<file path="src/rtl/mfg_test_pkg.sv">
package mfg_test_pkg;
  localparam int unsigned CODE_W = 8;
  localparam logic [CODE_W-1:0] ARM_CODE = 8'hFE;
  typedef logic [CODE_W-1:0] code_t;
endpackage

</file>
<file path="src/rtl/strobe_sync.sv">
module strobe_sync (
  input  logic clk,
  input  logic rst_n,
  input  logic strobe_n,
  output logic strobe_low,
  output logic rise_pulse
);
  logic s1, s2, s3;

  always_ff @(posedge clk or negedge rst_n) begin
    if (!rst_n) begin
      s1 <= 1'b1;
      s2 <= 1'b1;
      s3 <= 1'b1;
    end else begin
      s1 <= strobe_n;
      s2 <= s1;
      s3 <= s2;
    end
  end

  assign strobe_low = ~s2;
  assign rise_pulse = s2 & ~s3;

  // an edge lasts exactly one cycle
  p_edge_single_r9: assert property (@(posedge clk) disable iff (!rst_n)
    rise_pulse |=> !rise_pulse);
endmodule

</file>
<file path="src/rtl/code_latch.sv">
module code_latch
  import mfg_test_pkg::*;
(
  input  logic  clk,
  input  logic  rst_n,
  input  logic  pwr_good,
  input  logic  strobe_low,
  input  logic  rise_pulse,
  input  code_t bus_in,
  output logic  armed
);
  code_t shadow;

  always_ff @(posedge clk or negedge rst_n) begin
    if (!rst_n) begin
      shadow <= '0;
      armed  <= 1'b0;
    end else if (pwr_good) begin
      shadow <= '0;
      armed  <= 1'b0;
    end else begin
      if (strobe_low) shadow <= bus_in;
      if (rise_pulse) armed <= (shadow == ARM_CODE);
    end
  end

  // power-good clears the armed flag on the next edge
  p_clear_on_pg_r6: assert property (@(posedge clk) disable iff (!rst_n)
    pwr_good |=> !armed);
  // arming needs a strobe edge seen while power-good was low
  p_arm_needs_edge_r4: assert property (@(posedge clk) disable iff (!rst_n)
    $rose(armed) |-> ($past(rise_pulse) && !$past(pwr_good)));
  // the flag holds unless an edge or power-good occurs
  p_hold_r5: assert property (@(posedge clk) disable iff (!rst_n)
    (!rise_pulse && !pwr_good) |=> $stable(armed));
endmodule

</file>
<file path="src/rtl/and_tree.sv">
module and_tree #(
  parameter int unsigned WIDTH = 16
) (
  input  logic             enable,
  input  logic [WIDTH-1:0] pins,
  output logic             result
);
  logic [WIDTH:0] chain;

  assign chain[0] = 1'b1;
  for (genvar i = 0; i < WIDTH; i++) begin : g_stage
    assign chain[i+1] = chain[i] & pins[i];
  end

  assign result = enable & chain[WIDTH];

  // chained result agrees with a full reduction when enabled
  always_comb begin
    if (enable) p_tree_match_r7: assert (result == (&pins));
  end
endmodule

</file>
<file path="src/rtl/mfg_test_ctrl.sv">
module mfg_test_ctrl
  import mfg_test_pkg::*;
#(
  parameter int unsigned TREE_W = 16
) (
  input  logic              clk,
  input  logic              rst_n,
  input  logic              pwr_good,
  input  logic              test_n,
  input  logic [CODE_W-1:0] test_data,
  input  logic              clk14_in,
  input  logic              clk32_in,
  input  logic [TREE_W-1:0] tree_in,
  output logic              out_en,
  output logic              clk14_out,
  output logic              clk32_out,
  output logic              conn_test_on,
  output logic              tree_out
);
  logic strobe_low, rise_pulse;

  strobe_sync u_sync (
    .clk        (clk),
    .rst_n      (rst_n),
    .strobe_n   (test_n),
    .strobe_low (strobe_low),
    .rise_pulse (rise_pulse)
  );

  code_latch u_latch (
    .clk        (clk),
    .rst_n      (rst_n),
    .pwr_good   (pwr_good),
    .strobe_low (strobe_low),
    .rise_pulse (rise_pulse),
    .bus_in     (test_data),
    .armed      (conn_test_on)
  );

  and_tree #(.WIDTH(TREE_W)) u_tree (
    .enable (conn_test_on),
    .pins   (tree_in),
    .result (tree_out)
  );

  assign out_en    = pwr_good;
  assign clk14_out = pwr_good & clk14_in;
  assign clk32_out = clk32_in;

  // high-impedance mode holds both enable and 14 MHz output low
  p_hiz_r1: assert property (@(posedge clk) disable iff (!rst_n)
    !pwr_good |-> (!out_en && !clk14_out));
  // the tree pin stays quiet while the test is not armed
  p_tree_quiet_r8: assert property (@(posedge clk) disable iff (!rst_n)
    !conn_test_on |-> !tree_out);
endmodule

</file>
<file path="config.mk">
export PLATFORM = sky130hd
export DESIGN_NAME = mfg_test_ctrl
export DESIGN_NICKNAME = d
export VERILOG_FILES = /design/src/rtl/mfg_test_pkg.sv /design/src/rtl/strobe_sync.sv /design/src/rtl/code_latch.sv /design/src/rtl/and_tree.sv /design/src/rtl/mfg_test_ctrl.sv
export SDC_FILE = /design/constraint.sdc
export NUM_CORES = 1
export LEC_CHECK = 0
export ABC_CLOCK_PERIOD_IN_PS = 1400
export BUFFER_PORTS_ARGS = -buffer_cell sky130_fd_sc_hd__buf_4
export CORE_UTILIZATION = 35
export CTS_CLUSTER_SIZE = 12
export DETAILED_ROUTE_END_ITERATION = 12
export GPL_TIMING_DRIVEN = 0
export PLACE_DENSITY = 0.69
export SYNTH_ARGS = -nofsm -noshare
export SYNTH_HDL_FRONTEND = slang
export SYNTH_SLANG_ARGS = --single-unit
</file>
<file path="constraint.sdc">
create_clock -name clk -period 1.4 [get_ports clk]
set_input_delay 0.14 -clock clk [delete_from_list [all_inputs] [get_ports clk]]
set_output_delay 0.14 -clock clk [all_outputs]
set_load 0.005 [all_outputs]
</file>
-- Yosys cells after proc, flatten, opt, wreduce, memory -nomap -nowiden
Cells that the tools add are included.
- word-level logic and storage cells: 31
- bits in registers: 12
- RAM bits: 0
- input port bits: 30
- memory bits (read-only): 0
- output and inout bits: 5
- bits in latches: 0
- memories: 0
- divide/modulo/power cells: 0
- bitwise operators: 19
- add/sub/neg operators: 0
- eq/ne operators: 2
- magnitude comparators: 0
- shifts and indexed selects: 0
- reductions and logical operators: 1
- mux-type cells: 4
- $mul: 0
- operators with widths (operator ; count):
    1-bit bitwise AND ; 18
    8-bit 2-to-1 mux ; 2
    8-bit == test (second input constant) ; 1
    1-bit 2-to-1 mux ; 2
    2-bit != test (second input constant) ; 1
    2-bit nonzero test ; 1
    1-bit inverter ; 1

-- Longest topological paths before layout
- depth after elaboration: 16
- depth in mapped cells: 4
- depth with buffers taken out: 3

-- By module
From an unflattened synthesis, not the netlist that was laid out.
- cell total of the unflattened synthesis: 46
- area, all modules: 549.3 um^2
- modules (own cells, without submodules) (module ; cells an instance ; seq. area each (um^2) ; area an instance (um^2) ; times used):
    code_latch ; 32 ; 225.2 ; 387.9 ; 1
    strobe_sync ; 5 ; 78.8 ; 96.3 ; 1
    and_tree ; 6 ; 0.0 ; 43.8 ; 1
    mfg_test_ctrl ; 3 ; 0.0 ; 21.3 ; 1

-- Least setup slack after synthesis
OpenSTA, ideal clock, no wires.
- kind: reg-to-reg
- start: register u_sync.s2
- end: register u_latch.armed
- slack: 300 ps
- data required time: 1296 ps
- cell stages (with the launch flop): 4
- library setup time: 104 ps
- data arrival time: 996 ps
- cells stage by stage: dfstp_2 buf_6 nand2b_4 o41ai_2
- cells in the longest elaborated chain, start to end: 2
- RTL lines (what ; line ; RTL):
    start, declared ; strobe_sync.sv:8 ; logic s1, s2, s3;
    start signal, assigned ; strobe_sync.sv:13 ; s2 <= 1'b1;
    start signal, assigned ; strobe_sync.sv:17 ; s2 <= s1;
    1-bit bitwise AND ; strobe_sync.sv:23 ; assign rise_pulse = s2 & ~s3;
    2-bit nonzero test (no source line) ; n/a ;
    end signal, assigned ; code_latch.sv:23 ; if (rise_pulse) armed <= (shadow == ARM_CODE);
    end, declared ; code_latch.sv:10 ; output logic armed
No other way between the ends.
A chain may end at the register's enable or synchronous reset.

-- Worst setup path after layout
- start: register u_latch.armed
- end: output port tree_out
- cells in the longest elaborated chain, start to end: 1
- RTL lines (what ; line ; RTL):
    1-bit bitwise AND ; and_tree.sv:15 ; assign result = enable & chain[WIDTH];
    end, declared ; mfg_test_ctrl.sv:18 ; output logic tree_out
No other way between the ends.

==> impl_summary.txt <==
----------------------------------------------------
[CTS]
  Maximum buffer depth of the clock tree ... 2
  CTS tree ... done
  Post-CTS clock slew at the launch and capture registers of the worst setup and hold paths ... about 0.070 ns
  Buffer type at the clock tree root ... sky130_fd_sc_hd__clkbuf_4
  Post-CTS setup buffers ... 0
  Skew-Pair Late Insertion Delay ... about 0.26 ns
  Depth of the CTS H-tree ... 1
  CTS buffer count ... 3
  Number of sinks driven by the clock tree ... 12

[Timing]
  Hold Fails Final Rpt ... 0
  Setup violation total in the final timing report ... 0
  Setup repair after global routing missed its margin ... no
  Worst slack on hold paths ... roughly 0.062 ns
  Final setup TNS ... 0 ns
  Worst slew margin ... 0.8584
  Final clock period utilization by the worst path ... 0.9310
  Total count of max-transition violations in the final report ... 0
  Worst-margin pin slew ... roughly 0.21 ns
  Clock period minus worst slack ... between 1 and 1.5 ns
  Fin Clk Skew ... ~0.0025 ns
  Highest Clock Rate ... roughly 770 MHz

[Global route]
  Maximum number of pins on one net before global-route repair ... 13
  Overall Global Routing Usage ... 0.1477
  Vias in the first global route ... 501
  Global-route wire length before repair ... just over 2000 um
  Aggregate global routing overflow ... 0
  Initial antenna violation count ... 0

[Die]
  Rows ... 13
  Die outline height ... slightly above 40 um
  Die area ... 0.001728 mm^2
  Die X ... approximately 42 um
  Core ar. ... between 0.001 and 0.0015 mm^2
  Effective utilization at floorplan ... 0.3964
  Count of boundary I/O pins ... 35

[Pwr]
  Static leakage ... between 0.4 and 0.5 nW
  Peak ir drop on the vdd network ... roughly 0.64 mV
  Power density over the cells ... approximately 840 mW/mm^2

[Logic synthesis]
  Proportion of synthesized area in mux cells ... 0.1461
  Arithmetic-cell share of the synthesized area counting full adders, half adders and majority gates ... 0
  #FFs+latches synth ... 12
  Gate count after technology mapping ... 44
  Mapped Nets ... 74
  Most used flip-flop cell after synthesis ... sky130_fd_sc_hd__dfrtp_1
  Leading post-synthesis cells by cell area ... sky130_fd_sc_hd__dfrtp_1 41%, sky130_fd_sc_hd__mux2i_1 15%, sky130_fd_sc_hd__dfstp_2 14%
  Async set-or-reset flop fraction in the synthesized netlist ... 1.000
  Yosys synthesis warning count ... 0
  Synthesized cell area ... between 500 and 600 um^2
  Most common cell in the synthesized netlist ... sky130_fd_sc_hd__dfrtp_1
  Basic-gate share of the synthesized area counting and, or, nand and nor cells ... 0.2123
  Commonest cells in the netlist ... 9 x sky130_fd_sc_hd__dfrtp_1, 8 x sky130_fd_sc_hd__mux2i_1, 8 x sky130_fd_sc_hd__nor2_1, 3 x sky130_fd_sc_hd__dfstp_2, 3 x sky130_fd_sc_hd__nand4_1
  Post-synthesis xor/xnor area fraction ... 0
  Main combinational cell family by area after synthesis ... simple AND/OR/NAND/NOR gates
  Average footprint of a synthesized cell ... about 12 um^2
  Fraction of synthesized cell area taken by the top area cell type ... 0.4110
  Register area share after synthesis ... 0.5548
  Unique masters post-synth ... 16
  Most area-hungry cell type in the Yosys netlist ... sky130_fd_sc_hd__dfrtp_1
  Post-synth EDFFs ... 0
  Share of the synthesized area in compound gates (AO/OA/AOI/OAI) ... 0.02968

[Status]
  Status ... completed

[Setup path]
  Maximum net fanout on the critical path ... 3
  Crit Path Class ... reg2out
  Category of the worst setup path capture point ... output port
  Kind of start point of the critical path ... flop
  Crit path DAT ... about 1.2 ns
  Req. time, crit path ... approximately 1.3 ns

[Route]
  Count of routing violations after the opening detailed-route iteration ... 4
  Final routed wire length divided by cell count ... ~12 um
  DRC violation count after routing ... 0
  Via count ... between 400 and 500
  Drt total wl ... around 1100 um
  Number of antenna-violating nets in the routed design ... 0
  TritonRoute pass-1 iters ... 4
  Detail-routed via count per cell ... between 4 and 5

[Placement]
  Count of buffers inserted at the top-level ports ... 33
  GPL Wtd Cong ... 0.6784

[Finish]
  Fraction of layout cells with a size suffix above 1 ... 0.5542
  Area added between synthesis and finish ... 57.08%
  Final antenna diode count ... 0
  Net total in the final layout ... between 100 and 150

[Run]
  Count of max-cap constraint violations ... 0

[Worst hold path]
  Min-Delay Path Class ... in2reg

----------------------------------------------------
## metrics by stage
stage,utilization,total power (W),instance area [um^2],setup slack [ns],std cells
global placement,0.5891,0.0005023,814.5,0.2682,92
global route,0.6226,0.0007595,860.8,0.006722,98
detailed placement,0.5891,0.0005049,814.5,0.2599,92
CTS,0.6226,0.0007299,860.8,0.07163,98
floorplan,-,0.0004238,548.0,0.3000,44
finish,0.6226,0.0007203,860.8,0.09659,98
## cells in the final DEF (no fill, tap or decap), drive strengths merged, types with 2 or more instances in the layout
cell type	n
clkbuf	4
buf	37
nor2	8
nand4	3
dfrtp	9
dfstp	3
nand3	2
mux2i	8
dlygate4sd3	2
## critical path, cell delays in order, from the launching register on
cell and delay [ns]:
sky130_fd_sc_hd__dfrtp_1 0.37, sky130_fd_sc_hd__nand4_1 0.11, sky130_fd_sc_hd__nor4_2 0.27, sky130_fd_sc_hd__buf_4 0.15
## report_power, final
part           leakage, nW  switching [W]  internal (W)
sequential           0.152     0.00000903      0.000367
combinational        0.276      0.0000409     0.0000833
clock               0.0150       0.000110      0.000110
total                0.442       0.000160      0.000561
## layout make-up
cell class	instances	area, um^2
multi-input cells	28	212.7
fillers	132	521.8
repair buffers	35	267.8
well taps	15	18.77
flip-flops and latches	12	304.0
clock buffers	4	26.28
plain buffers	4	31.28
## state kept, by name, summed over array words and instances, names as in the netlist
register,count
u_latch.shadow,8
u_latch.armed,1
u_sync.s1,1
u_sync.s2,1
u_sync.s3,1
## layer usage
metal,global-route usage,up-vias,routed length [um]
met3,0.04348,0,154
met2,0.2594,29,528
li1,-,235,-
met5,0,-,0
met1,0.1662,214,445
met4,0.05806,0,0
## worst paths after layout
path | from | end | depth (start not counted) | slack, ns
worst max-delay path | u_latch.armed$_DFFE_PN0P_ | tree_out | 3 | 0.1
worst min-delay path | pwr_good | u_latch.armed$_DFFE_PN0P_ | 2 | 0.06
worst max register to register | u_sync.s2$_DFF_PN1_ | u_latch.armed$_DFFE_PN0P_ | 3 | 0.25
worst min register to register | u_sync.s1$_DFF_PN1_ | u_sync.s2$_DFF_PN1_ | 0 | 0.36
max in group asynchronous | rst_n | u_sync.s2$_DFF_PN1_ | 2 | 0.93
min in group asynchronous | rst_n | u_latch.shadow[2]$_DFFE_PN0P_ | 2 | 0.24
## kinds of logic after synthesis
family	Yosys count
flops	12
simple gates	19
buf+inv	4
mux	8
compound gates	1
## what timing repair did
action | in CTS | in global routing
hold buffers | 2 | 0
hold endpoints to repair | 13 | 0
gates resized for setup | 0 | 0
Note: power is estimated with default switching activity, not from simulation.
